$ cat src/rtl/lock_pkg.sv
package lock_pkg;
  localparam int REG_W = 8;
  localparam int WL_BIT = 0;
  localparam int LD_BIT = 1;

  typedef struct packed {
    logic down;
    logic wlock;
  } lock_st_t;

  localparam lock_st_t LOCK_RST = '{down: 1'b0, wlock: 1'b1};

  function automatic logic [REG_W-1:0] pack_reg(input lock_st_t s);
    logic [REG_W-1:0] v;
    v = '0;
    v[WL_BIT] = s.wlock;
    v[LD_BIT] = s.down;
    return v;
  endfunction
endpackage

$ cat src/rtl/lock_cell.sv
module lock_cell
  import lock_pkg::*;
(
  input  logic       clk,
  input  logic       rst_n,
  input  logic       wr_en,
  input  logic [1:0] wbits,
  output lock_st_t   st
);
  lock_st_t st_q, st_d;

  always_comb begin
    st_d = st_q;
    if (wr_en && !st_q.down) begin
      st_d.wlock = wbits[WL_BIT];
      st_d.down  = wbits[LD_BIT];
    end
  end

  always_ff @(posedge clk or negedge rst_n) begin
    if (!rst_n) st_q <= LOCK_RST;
    else        st_q <= st_d;
  end

  assign st = st_q;


  ld_sticky_chk: assert property (@(posedge clk) disable iff (!rst_n)
    st_q.down |=> (st_q.down && $stable(st_q.wlock)));


  ld_needs_write_chk: assert property (@(posedge clk) disable iff (!rst_n)
    $rose(st_q.down) |-> $past(wr_en));
endmodule

$ cat src/rtl/lock_prot_merge.sv
module lock_prot_merge #(
  parameter int NUM_BLOCKS = 16
) (
  input  logic                  clk,
  input  logic                  rst_n,
  input  logic [NUM_BLOCKS-1:0] wlock_vec,
  input  logic                  boot_prot_n,
  input  logic                  main_prot_n,
  output logic [NUM_BLOCKS-1:0] permit
);
  localparam int TOP = NUM_BLOCKS - 1;

  for (genvar i = 0; i < NUM_BLOCKS; i++) begin : g_blk
    if (i == TOP) begin : g_boot
      assign permit[i] = !wlock_vec[i] && boot_prot_n;
    end else begin : g_main
      assign permit[i] = !wlock_vec[i] && main_prot_n;
    end
  end


  boot_pin_chk: assert property (@(posedge clk) disable iff (!rst_n)
    !boot_prot_n |-> !permit[TOP]);


  main_pin_chk: assert property (@(posedge clk) disable iff (!rst_n)
    !main_prot_n |-> (permit[TOP-1:0] == '0));
endmodule

$ cat src/rtl/lock_rd_port.sv
module lock_rd_port
  import lock_pkg::*;
#(
  parameter int NUM_BLOCKS = 16,
  parameter int ADDR_W = 5,
  parameter int BLK_W = 4
) (
  input  logic                  clk,
  input  logic                  rst_n,
  input  logic                  rd_req,
  input  logic                  busy,
  input  logic [ADDR_W-1:0]     addr,
  input  logic [NUM_BLOCKS-1:0] wlock_vec,
  input  logic [NUM_BLOCKS-1:0] down_vec,
  output logic [REG_W-1:0]      rdata,
  output logic                  rvalid
);
  logic [REG_W-1:0] rdata_q, rdata_d;
  logic             rvalid_q, rvalid_d;
  logic             in_range;
  logic             rd_en;
  logic [BLK_W-1:0] idx;
  lock_st_t         sel;

  assign rd_en    = rd_req && !busy;
  assign in_range = {1'b0, addr} < (ADDR_W+1)'(NUM_BLOCKS);
  assign idx      = addr[BLK_W-1:0];

  always_comb begin
    sel = LOCK_RST;
    sel.wlock = wlock_vec[idx];
    sel.down  = down_vec[idx];
  end

  always_comb begin
    rdata_d  = rdata_q;
    rvalid_d = 1'b0;
    if (rd_en) begin
      rvalid_d = 1'b1;
      rdata_d  = in_range ? pack_reg(sel) : '0;
    end
  end

  always_ff @(posedge clk or negedge rst_n) begin
    if (!rst_n) begin
      rdata_q  <= '0;
      rvalid_q <= 1'b0;
    end else begin
      rdata_q  <= rdata_d;
      rvalid_q <= rvalid_d;
    end
  end

  assign rdata  = rdata_q;
  assign rvalid = rvalid_q;


  rd_when_idle_chk: assert property (@(posedge clk) disable iff (!rst_n)
    rvalid_q |-> $past(rd_req && !busy));


  rsvd_zero_chk: assert property (@(posedge clk) disable iff (!rst_n)
    rvalid_q |-> (rdata_q[REG_W-1:2] == '0));


  rdata_hold_chk: assert property (@(posedge clk) disable iff (!rst_n)
    !rd_en |=> $stable(rdata_q));
endmodule

$ cat src/rtl/blk_lock_bank.sv
module blk_lock_bank
  import lock_pkg::*;
#(
  parameter int NUM_BLOCKS = 16,
  parameter int ADDR_W = 5,
  localparam int BLK_W = (NUM_BLOCKS > 1) ? $clog2(NUM_BLOCKS) : 1
) (
  input  logic                  clk,
  input  logic                  rst_n,
  input  logic                  reg_wr,
  input  logic                  reg_rd,
  input  logic [ADDR_W-1:0]     reg_addr,
  input  logic [REG_W-1:0]      reg_wdata,
  input  logic                  busy,
  output logic [REG_W-1:0]      reg_rdata,
  output logic                  reg_rvalid,
  input  logic                  boot_prot_n,
  input  logic                  main_prot_n,
  output logic [NUM_BLOCKS-1:0] wr_permit,
  input  logic                  op_start,
  input  logic [BLK_W-1:0]      op_block,
  output logic                  op_grant_valid,
  output logic                  op_grant
);
  // reset: asserted asynchronously, released through two flops
  logic rst_s1, rst_s2;
  always_ff @(posedge clk or negedge rst_n) begin
    if (!rst_n) begin
      rst_s1 <= 1'b0;
      rst_s2 <= 1'b0;
    end else begin
      rst_s1 <= 1'b1;
      rst_s2 <= rst_s1;
    end
  end
  logic irst_n;
  assign irst_n = rst_s2;

  logic [NUM_BLOCKS-1:0] wlock_vec, down_vec;
  logic                  wr_en;
  assign wr_en = reg_wr && !busy;

  for (genvar i = 0; i < NUM_BLOCKS; i++) begin : g_cell
    lock_st_t st;
    logic     hit;
    assign hit = wr_en && (reg_addr == ADDR_W'(i));
    lock_cell u_cell (
      .clk   (clk),
      .rst_n (irst_n),
      .wr_en (hit),
      .wbits (reg_wdata[1:0]),
      .st    (st)
    );
    assign wlock_vec[i] = st.wlock;
    assign down_vec[i]  = st.down;
  end

  lock_prot_merge #(.NUM_BLOCKS(NUM_BLOCKS)) u_merge (
    .clk         (clk),
    .rst_n       (irst_n),
    .wlock_vec   (wlock_vec),
    .boot_prot_n (boot_prot_n),
    .main_prot_n (main_prot_n),
    .permit      (wr_permit)
  );

  lock_rd_port #(.NUM_BLOCKS(NUM_BLOCKS), .ADDR_W(ADDR_W), .BLK_W(BLK_W)) u_rd (
    .clk       (clk),
    .rst_n     (irst_n),
    .rd_req    (reg_rd),
    .busy      (busy),
    .addr      (reg_addr),
    .wlock_vec (wlock_vec),
    .down_vec  (down_vec),
    .rdata     (reg_rdata),
    .rvalid    (reg_rvalid)
  );

  // sampled decision for the program/erase controller
  logic gv_q, gv_d, g_q, g_d, blk_ok;
  assign blk_ok = ({1'b0, op_block} < (BLK_W+1)'(NUM_BLOCKS)) && wr_permit[op_block];

  always_comb begin
    gv_d = op_start;
    g_d  = g_q;
    if (op_start) g_d = blk_ok;
  end

  always_ff @(posedge clk or negedge irst_n) begin
    if (!irst_n) begin
      gv_q <= 1'b0;
      g_q  <= 1'b0;
    end else begin
      gv_q <= gv_d;
      g_q  <= g_d;
    end
  end

  assign op_grant_valid = gv_q;
  assign op_grant       = g_q;


  grant_hold_chk: assert property (@(posedge clk) disable iff (!irst_n)
    !op_start |=> $stable(op_grant));


  grant_pin_chk: assert property (@(posedge clk) disable iff (!irst_n)
    (op_start && !boot_prot_n && op_block == BLK_W'(NUM_BLOCKS-1)) |=> !op_grant);
endmodule

$ cat config.mk
export PLATFORM = sky130hd
export DESIGN_NAME = blk_lock_bank
export DESIGN_NICKNAME = d
export VERILOG_FILES = /design/src/rtl/lock_pkg.sv /design/src/rtl/lock_cell.sv /design/src/rtl/lock_prot_merge.sv /design/src/rtl/lock_rd_port.sv /design/src/rtl/blk_lock_bank.sv
export SDC_FILE = /design/constraint.sdc
export NUM_CORES = 1
export LEC_CHECK = 0
export ABC_AREA = 1
export BUFFER_PORTS_ARGS = -buffer_cell sky130_fd_sc_hd__buf_2
export CAP_MARGIN = 20
export CORE_ASPECT_RATIO = 0.75
export CORE_MARGIN = 4
export CORE_UTILIZATION = 59
export CTS_CLUSTER_DIAMETER = 40
export DETAILED_ROUTE_END_ITERATION = 10
export PLACE_DENSITY_LB_ADDON = 0.1
export REMOVE_ABC_BUFFERS = 1
export SETUP_SLACK_MARGIN = 0.02
export SYNTH_ARGS = -nofsm -noshare
export SYNTH_HDL_FRONTEND = slang
export SYNTH_HIERARCHICAL = 1
export SYNTH_SLANG_ARGS = --single-unit
$ cat constraint.sdc
create_clock -name clk -period 3.15 [get_ports clk]
set_input_delay 0.1575 -clock clk [delete_from_list [all_inputs] [get_ports clk]]
set_output_delay 0.1575 -clock clk [all_outputs]
set_load 0.01 [all_outputs]
==> flow_metrics.env, run 1 <==
export IMPL_route_detailed_drc=0
export IMPL_cts_buffer_depth=2
export IMPL_pre_cts_ws_ns=1.793
export IMPL_cts_tree="built"
export IMPL_fmax_mhz=784.6
export IMPL_place_hpwl_mm=4.165
export IMPL_grt_pass1_wl_mm=9.480
export IMPL_die_area_um2=5148
export IMPL_vias_per_cell=5.027
export IMPL_crit_path_end_kind="flop"
export IMPL_fin_worst_skew_ns=0.004432
export IMPL_grt_pass1_vias=2100
export IMPL_area_growth_pct=11.30
export IMPL_critPathRequiredTime_ns=3.33
export IMPL_setup_viol=0
export IMPL_final_hold_violation_count=0
export IMPL_crit_fanout=3
export IMPL_path_class="reg2reg"
export IMPL_numPortBuffers=39
export IMPL_grt_max_degree=38
export IMPL_synth_warnings=6
export IMPL_clk_latency_ns=0.29
export IMPL_slew_violations=0
export IMPL_synth_cells=357
export IMPL_arrival_ns=1.46
export IMPL_irDropWorstVdd_mv=0.2989
export IMPL_layout_commonest_cell="nand2_1"
export IMPL_worst_slack_ns=1.875
export IMPL_routed_wl_mm=5.689
export IMPL_ios=52
export IMPL_firstDrtPassIters=4
export IMPL_chipHeight_um=63.15
export IMPL_wire_per_inst_um=12.64
export IMPL_clk_pin_slew_ns=0.07
export IMPL_antenna_found_initial=0
export IMPL_p_leak_nw=1.428
export IMPL_outcome="finished clean"
export IMPL_vias=2262
export IMPL_cts_resized=0
export IMPL_initial_core_util=0.6329
export IMPL_yosysSeqAreaShare=0.4163
export IMPL_track_usage=0.2388
export IMPL_hold_depth=1
export IMPL_core_area_um2=3780
export IMPL_root_buffer="clkbuf_8"
export IMPL_layout_nets=423
export IMPL_hold_buffers=1
export IMPL_yosysUniqueCellTypes=17
export IMPL_h_tree_depth=2
export IMPL_grt_setup_unrepaired="false"
export IMPL_clock_sinks=39
export IMPL_syn_area_per_cell_um2=6.701
export IMPL_gp_congestion=0.9311
export IMPL_reg2regPathDepth=9
export IMPL_finalCriticalPeriod_ns=1.275
export IMPL_max_cap_violations=0
export IMPL_power_per_cell_area_nw_per_um2=364.4
export IMPL_drtAntennaViolNets=0
export IMPL_ys_ff_latch=39
export IMPL_cts_made_buffers=5
export IMPL_period_share=0.4046
export IMPL_drive_gt1_frac=0.2688
export IMPL_antenna_cells=0
export IMPL_hp_class="in2reg"
export IMPL_final_cell_mix="nand2_1, nand3_1, buf_2"
export IMPL_grt_overflow_total=0
export IMPL_rows=19
export IMPL_postCtsSetupBuffers=0
export IMPL_finalSetupTns_ns=0
export IMPL_die_w_um=81.53
export IMPL_worst_setup_path_start_kind="flop"
export IMPL_drtIter0Drc=203
export IMPL_syn_cell_area_um2=2392
[stage by stage]
step,util,instance area (µm²),hold slack (ns),total power [mW],cells
3_5_place_dp,0.6816,2576,-0.05513,0.6646,442
2_1_floorplan,-,2308,-0.1381,0.5979,350
6_report,0.7044,2663,0.03150,0.9703,450
4_1_cts,0.7044,2663,0.02043,0.9763,450
3_3_place_gp,0.6816,2576,-0.05779,0.6626,442
5_1_grt,0.7044,2663,0.01379,1.022,450
[routing by layer]
| metal | part of all wire | up-vias | GRT usage |
|---|---|---|---|
| met3 | 0.078 | 10 | 0.05840 |
| met5 | 0 | - | 0 |
| met1 | 0.42 | 1027 | 0.2992 |
| met2 | 0.48 | 80 | 0.3933 |
| li1 | - | 1145 | - |
| met4 | 0.015 | 0 | 0.08861 |
[registers in the layout, indices dropped and copies added, names as in the netlist]
register,count
g_cell.u_cell/st,32
u_rd/rdata,2
irst_n,1
op_grant,1
op_grant_valid,1
rst_s1,1
u_rd/rvalid,1
[layout make-up]
cell class,count,area (µm²)
Sequential cell,39,996.0
Fill cell,334,1117
Inverter,57,224.0
Multi-Input combinational cell,254,1089
Tap cell,52,65.06
Clock buffer,7,76.32
Timing Repair Buffer,41,212.7
[worst max-delay path, stage by stage (launching register included)]
cell     delay, ns
dfstp_2       0.55
nor2_1        0.08
nand2_1       0.10
nand3_1       0.08
nand3_1       0.10
nand2_1       0.06
nand2_1       0.05
nand2_1       0.05
nand2_1       0.05
nand2_1       0.05
[power by group]
part / switching [mW] / total, mW / internal (mW)
registers: 0.00312 / 0.512 / 0.509
logic: 0.101 / 0.146 / 0.0451
clock network: 0.160 / 0.312 / 0.152
[synth_stat cells]
cell     instances  area share
conb_1           2      0.0031
nand2_1        156        0.24
inv_2           29       0.046
buf_2            1      0.0021
nand3_2          4       0.017
nor2_4           1      0.0047
nor2_1          24       0.038
nand3_1         52        0.11
inv_1           26       0.041
dfstp_2         16        0.18
nor3b_4          1      0.0078
inv_4            1      0.0026
inv_8            1      0.0047
buf_4            7       0.022
buf_6            4       0.019
dfrtp_1         23        0.24
nor2_2           9       0.024
[final timing paths]
path | from | slack [ns] | end
setup reg to reg | g_cell[5].u_cell/st[0] | 1.88 | op_grant
hold / removal | op_start | 0.03 | op_grant_valid
setup / recovery | g_cell[5].u_cell/st[0] | 1.88 | op_grant
min in group asynchronous | rst_n | 0.18 | rst_s1
max in group asynchronous | irst_n | 2.51 | g_cell[0].u_cell/st[0]
hold reg to reg | irst_n | 0.28 | u_rd/rdata[1]
[cells by family (layout without fill, tap and decap cells)]
kind of cell	after synthesis	after routing	share of synthesized area
buffers and inverters	69	105	0.1365
other	2	7	0.003139
and+or+nand+nor	247	247	0.4440
DFF	39	39	0.4163
(Power assumes the default switching activity.)
==> run 2, diff against run 1 <==
--- a/config.mk
+++ b/config.mk
@@ -10,7 +10,7 @@
 export CAP_MARGIN = 20
 export CORE_ASPECT_RATIO = 0.75
 export CORE_MARGIN = 4
-export CORE_UTILIZATION = 59
+export CORE_UTILIZATION = 49
 export CTS_CLUSTER_DIAMETER = 40
 export DETAILED_ROUTE_END_ITERATION = 10
 export PLACE_DENSITY_LB_ADDON = 0.1
==> constraint.sdc (replaced) <==
create_clock -name clk -period 1.1 [get_ports clk]
set_input_delay 0.055 -clock clk [delete_from_list [all_inputs] [get_ports clk]]
set_output_delay 0.055 -clock clk [all_outputs]
set_load 0.01 [all_outputs]
==> run 2 against run 1 <==
The flow now finishes with violations (negative setup slack). Clock power increased to 3.9 times the previous value. Combinational power increased to 4.1 times the previous value. Final cell count increased by 8.0%. Maximum frequency increased by 3.9%. Non-clock buffer count increased by 30. Routed wire length increased by 15%. Count of clock-buffer cells in the layout decreased by 1. Worst hold slack improved by 0.046 ns. Critical path depth unchanged. Clock skew increased by 0.0018 ns. Via count increased by 9.0%. Sequential cell count unchanged. Critical path type unchanged. Largest power group unchanged. Highest routed layer unchanged.
==> flow_metrics.env, run 2 (synthesized netlist as in run 1, its figures left out) <==
export IMPL_outcome="complete, but fails checks"
export IMPL_violations="negative setup slack"
export IMPL_crit_fanout=3
export IMPL_critPathBufInv=0
export IMPL_irDropWorstVdd_mv=0.7901
export IMPL_route_detailed_drc=0
export IMPL_layoutNonFillerInstCount=486
export IMPL_hp_class="in2async"
export IMPL_final_cell_mix="nand2_1, nand3_1, inv_2"
export IMPL_fmax_mhz=815.5
export IMPL_antenna_cells=0
export IMPL_gp_congestion=0.8561
export IMPL_area_growth_pct=34.10
export IMPL_layout_commonest_cell="nand2_1"
export IMPL_crit_family="flip-flops"
export IMPL_period_share=1.115
export IMPL_dpl_instance_area_um2=2783
export IMPL_clk_pin_slew_ns=0.08
export IMPL_routed_wl_mm=6.514
export IMPL_clk_latency_ns=0.29
export IMPL_die_w_um=88.68
export IMPL_grt_pass1_vias=2222
export IMPL_final_area_um2=3208
export IMPL_worst_slack_ns=-0.1262
export IMPL_grt_overflow_total=0
export IMPL_path_class="reg2reg"
export IMPL_grt_max_degree=38
export IMPL_chipHeight_um=68.51
export IMPL_place_hpwl_mm=4.606
export IMPL_final_hold_violation_count=0
export IMPL_firstDrtPassIters=5
export IMPL_p_leak_nw=1.671
export IMPL_reg2regPathDepth=9
export IMPL_worst_setup_path_start_kind="flop"
export IMPL_layout_nets=453
export IMPL_ff2ff_setup_slack_ns=-0.13
export IMPL_largest_reg_flops=32
export IMPL_p_total_mw=3.292
export IMPL_grt_setup_unrepaired="true"
export IMPL_finalCriticalPeriod_ns=1.226
export IMPL_max_stage_delay_ns=0.56
export IMPL_grt_met2_usage=0.3574
export IMPL_arrival_ns=1.41
export IMPL_slew_violations=0
export IMPL_crit_start="g_cell[13].u_cell/st[0]"
export IMPL_r2r_start="g_cell[13].u_cell/st[0]"
export IMPL_critPathRequiredTime_ns=1.28
export IMPL_cts_tree="built"
export IMPL_cts_buffer_depth=2
export IMPL_pre_cts_ws_ns=-0.1167
export IMPL_crit_chain="nor2_2, nand2_1, nand3_1, nand3_2, nand2_1, nand2_1, nand2_1, nand2_1, nand2_1"
export IMPL_core_area_um2=4598
export IMPL_regToRegEndpoint="op_grant"
export IMPL_drive_gt1_frac=0.3800
export IMPL_drtIter0Drc=176
export IMPL_n_fill_cell=378
export IMPL_vias=2466
export IMPL_grt_use_met1=0.3236
export IMPL_initial_core_util=0.5203
export IMPL_place_inst=467
export IMPL_wire_per_inst_um=13.40
export IMPL_grt_pass1_wl_mm=10.48
export IMPL_crit_path_end_kind="flop"
export IMPL_final_core_util=0.6977
export IMPL_crit_end="op_grant"
export IMPL_power_per_cell_area_nw_per_um2=1026
export IMPL_cts_made_buffers=5
export IMPL_drtAntennaViolNets=0
export IMPL_finalSetupTns_ns=-1.359
export IMPL_h_tree_depth=2
export IMPL_numPortBuffers=39
export IMPL_track_usage=0.2288
export IMPL_ios=52
export IMPL_fin_worst_skew_ns=0.006196
export IMPL_ff_latch_area_um2=996.0
export IMPL_grt_busiest_layer="met2"
export IMPL_crit_slowest_cell="dfstp_2"
export IMPL_hold_ws_ns=0.07710
export IMPL_grt_use_met3=0.04869
export IMPL_vias_per_cell=5.074
export IMPL_die_area_um2=6075
export IMPL_cp_num_cells=9
export IMPL_crit_path_frequent_cell="nand2_1"
export IMPL_antenna_found_initial=0
export IMPL_rows=21
export IMPL_clock_sinks=39
export IMPL_multiInputGateArea_um2=1201
export IMPL_setup_viol=16
export IMPL_root_buffer="clkbuf_8"
export IMPL_max_cap_violations=0
run 2: worst register-to-register path, cell delays in order (launching register included):
cell and delay (ns):
dfstp_2 0.56, nor2_2 0.05, nand2_1 0.06, nand3_1 0.09, nand3_2 0.10, nand2_1 0.06, nand2_1 0.05, nand2_1 0.05
nand2_1 0.05, nand2_1 0.05
run 2: worst min path at each step:
stage,start,end,slack (ns),depth (start not counted)
after floorplan,rst_n,irst_n,-0.24,0
after global placement,rst_n,rst_s1,-0.16,1
after detailed placement,rst_n,irst_n,-0.15,1
after CTS,rst_n,irst_n,0.06,2
after global routing,rst_n,irst_n,0.08,2
final,rst_n,irst_n,0.08,2
run 2: layer usage:
metal  routed length (µm)  vias up
li1                     -     1214
met1                 3018     1141
met2                 2998       96
met3                  407       15
met4                   89        0
met5                    0        -
run 2: repair_timing:
action	in CTS	in global routing
hold endpoints to repair	4	0
cloned	0	0
setup buffers	4	3
hold buffers	4	0
resized for setup	26	21
setup endpoints to repair	18	19
pin swaps	21	23
run 2: cell type report:
cell class,instances,share of cell area
Multi-Input combinational cell,254,0.3744
Inverter,57,0.06981
Sequential cell,39,0.3105
Tap cell,57,0.02223
Timing Repair Buffer,71,0.1864
Clock inverter,2,0.01092
Clock buffer,6,0.02574
run 2: report_power, final:
| group | switching [mW] | internal (mW) | leakage, nW | total, mW |
|---|---|---|---|---|
| Combinational | 0.340 | 0.253 | 1.22 | 0.594 |
| Sequential | 0.0101 | 1.46 | 0.392 | 1.47 |
| Clock | 0.498 | 0.734 | 0.0612 | 1.23 |
==> run 3, diff against run 2 <==
--- a/config.mk
+++ b/config.mk
@@ -5,7 +5,7 @@
 export SDC_FILE = /design/constraint.sdc
 export NUM_CORES = 1
 export LEC_CHECK = 0
-export ABC_AREA = 1
+export ABC_AREA = 0
 export BUFFER_PORTS_ARGS = -buffer_cell sky130_fd_sc_hd__buf_2
 export CAP_MARGIN = 20
 export CORE_ASPECT_RATIO = 0.75
==> run 3 against run 2 <==
The flow still finishes with violations (negative setup slack). Via count fell by 25%. Area after synthesis rose by 1.0%. Sequential share of layout area fell by 3.6 points. Combinational power rose by 140%. Critical path type unchanged. Largest power group unchanged.
==> flow_metrics.env, run 3 <==
export IMPL_outcome="complete, but fails checks"
export IMPL_violations="negative setup slack"
export IMPL_p_leak_nw=1.731
export IMPL_synth_edf_count=0
export IMPL_gp_congestion=0.8369
export IMPL_critPathRequiredTime_ns=1.28
export IMPL_power_per_cell_area_nw_per_um2=1148
export IMPL_post_synth_top_count_cell="nor2b_4"
export IMPL_worst_setup_path_start_kind="flop"
export IMPL_die_w_um=89.11
export IMPL_ios=52
export IMPL_initial_core_util=0.5227
export IMPL_netlist_area_leader_share=0.2381
export IMPL_clock_sinks=39
export IMPL_drtIter0Drc=86
export IMPL_synth_warnings=6
export IMPL_final_hold_violation_count=0
export IMPL_synthArstFlopShare=1.000
export IMPL_path_class="reg2reg"
export IMPL_root_buffer="clkbuf_8"
export IMPL_yosys_most_used_dff="dfrtp_1"
export IMPL_routed_wl_met3_um=358
export IMPL_routed_wl_mm=6.331
export IMPL_wire_per_inst_um=18.40
export IMPL_chipHeight_um=68.83
export IMPL_grt_overflow_total=0
export IMPL_synth_top_cell_by_area="dfrtp_1"
export IMPL_yosysSeqAreaShare=0.4120
export IMPL_final_cell_mix="buf_4, buf_6, nor2b_4"
export IMPL_irDropWorstVdd_mv=0.7548
export IMPL_fmax_mhz=582.4
export IMPL_drive_gt1_frac=0.8223
export IMPL_hp_class="in2reg"
export IMPL_crit_path_end_kind="flop"
export IMPL_fin_worst_skew_ns=0.005436
export IMPL_grt_setup_unrepaired="true"
export IMPL_setup_viol=16
export IMPL_worst_slack_ns=-0.6171
export IMPL_syn_cell_area_um2=2417
export IMPL_place_hpwl_mm=4.414
export IMPL_yosys_top_cells_area="dfrtp_1, dfstp_2, nor2b_4"
export IMPL_max_cap_violations=0
export IMPL_arrival_ns=1.90
export IMPL_wl_met1_mm=2.745
export IMPL_final_core_util=0.7841
export IMPL_route_detailed_drc=0
export IMPL_slew_violations=0
export IMPL_hold_ws_ns=0.04217
export IMPL_grt_max_degree=38
export IMPL_antenna_found_initial=0
export IMPL_vias=1856
export IMPL_top_layer="met4"
export IMPL_crit_fanout=2
export IMPL_antenna_cells=0
export IMPL_die_area_um2=6133
export IMPL_yosysUniqueCellTypes=25
export IMPL_largest_reg_flops=32
export IMPL_firstDrtPassIters=4
export IMPL_cts_made_buffers=5
export IMPL_ys_ff_latch=39
export IMPL_clk_latency_ns=0.30
export IMPL_core_area_um2=4624
export IMPL_rows=21
export IMPL_pre_cts_ws_ns=-0.6294
export IMPL_period_share=1.561
export IMPL_track_usage=0.2208
export IMPL_grt_pass1_vias=1898
export IMPL_syn_area_per_cell_um2=14.30
export IMPL_layout_commonest_cell="buf_4"
export IMPL_vias_per_cell=5.395
export IMPL_clk_pin_slew_ns=0.07
export IMPL_area_growth_pct=50.00
export IMPL_drtAntennaViolNets=0
export IMPL_cts_tree="built"
export IMPL_synth_cells=169
export IMPL_synth_common_cells="nor2b_4, dfrtp_1, mux2_4, a21o_2, dfstp_2"
export IMPL_numPortBuffers=39
export IMPL_grt_pass1_wl_mm=9.832
export IMPL_finalCriticalPeriod_ns=1.717
export IMPL_wl_met2_mm=3.110
export IMPL_cts_buffer_depth=2
export IMPL_h_tree_depth=2
export IMPL_layout_nets=311
-- run 3: cell types whose count changed after synthesis, sizes merged, moves of 4 or more --
cell   before  now
mux2i       0    7
mux4        0   12
inv        57    1
nor3        0    4
nand2     156    2
nor2b       0   32
nor2       34   13
a21o        0   16
mux2        0   17
nand3      56    1
-- run 3: repair_timing --
action / CTS / global route
endpoints found under the hold margin: 3 / 0
hold buffers: 2 / 0
cloned: 1 / 0
buffers inserted: 11 / 10
endpoints found under the setup margin: 35 / 35
gates resized for setup: 45 / 33
pin swaps: 6 / 10
-- run 3: worst paths after layout --
kind,startpoint,endpoint,slack [ns],cells past startpoint
max reg2reg,g_cell[14].u_cell/st[0],op_grant,-0.62,5
min reg2reg,irst_n,g_cell[4].u_cell/st[1],0.24,1
min in group asynchronous,rst_n,rst_s1,0.06,2
max in group asynchronous,irst_n,g_cell[11].u_cell/st[0],0.60,1
max,g_cell[14].u_cell/st[0],op_grant,-0.62,5
min,op_start,op_grant,0.04,2
-- run 3: worst max-delay path: stages (launching register included) --
cell and delay, ns:
dfstp_2 0.56, nor2b_4 0.05, mux4_2 0.45, mux2i_1 0.17, mux2i_1 0.10, mux2_4 0.26
-- run 3: cells by family (layout without fill, tap and decap cells) --
logic type,count (synthesis),count (layout),share of synthesized area
AND/OR/NAND/NOR,63,63,0.2308
AO/OA/AOI/OAI,18,18,0.06522
flip-flops,39,39,0.4120
multiplexers,36,36,0.2526
buffers and inverters,11,124,0.03623
other,2,7,0.003107
-- run 3: power breakdown --
group / leakage, nW / switching (mW) / total (mW) / internal [mW]
logic: 1.23 / 0.562 / 1.43 / 0.866
clock network: 0.0392 / 0.498 / 0.928 / 0.430
registers: 0.465 / 0.131 / 1.81 / 1.67
-- run 3: area by class of cell --
type,instances,area (µm²)
Tap cell,57,71.32
Multi-Input combinational cell,124,1504
Timing Repair Buffer,115,967.2
Clock buffer,5,68.82
Clock inverter,3,15.01
Sequential cell,39,996.0
Fill cell,275,998.5
Inverter,1,3.754
-- run 3: metal layers --
| layer | GRT usage | up-vias |
|---|---|---|
| met5 | 0 | - |
| met4 | 0.09294 | 0 |
| met3 | 0.04038 | 12 |
| met2 | 0.3778 | 69 |
| met1 | 0.2771 | 947 |
| li1 | - | 828 |
-- run 3: metrics by stage --
stage          power, mW  TNS, ns  std cells  instance area [µm²]
2_1_floorplan      2.393   -2.157        164                 2352
3_3_place_gp       2.907   -9.582        316                 3052
3_5_place_dp       2.969   -9.895        316                 3052
4_1_cts            4.124   -2.276        335                 3438
5_1_grt            4.352   -3.263        344                 3626
6_report           4.162   -2.417        344                 3626
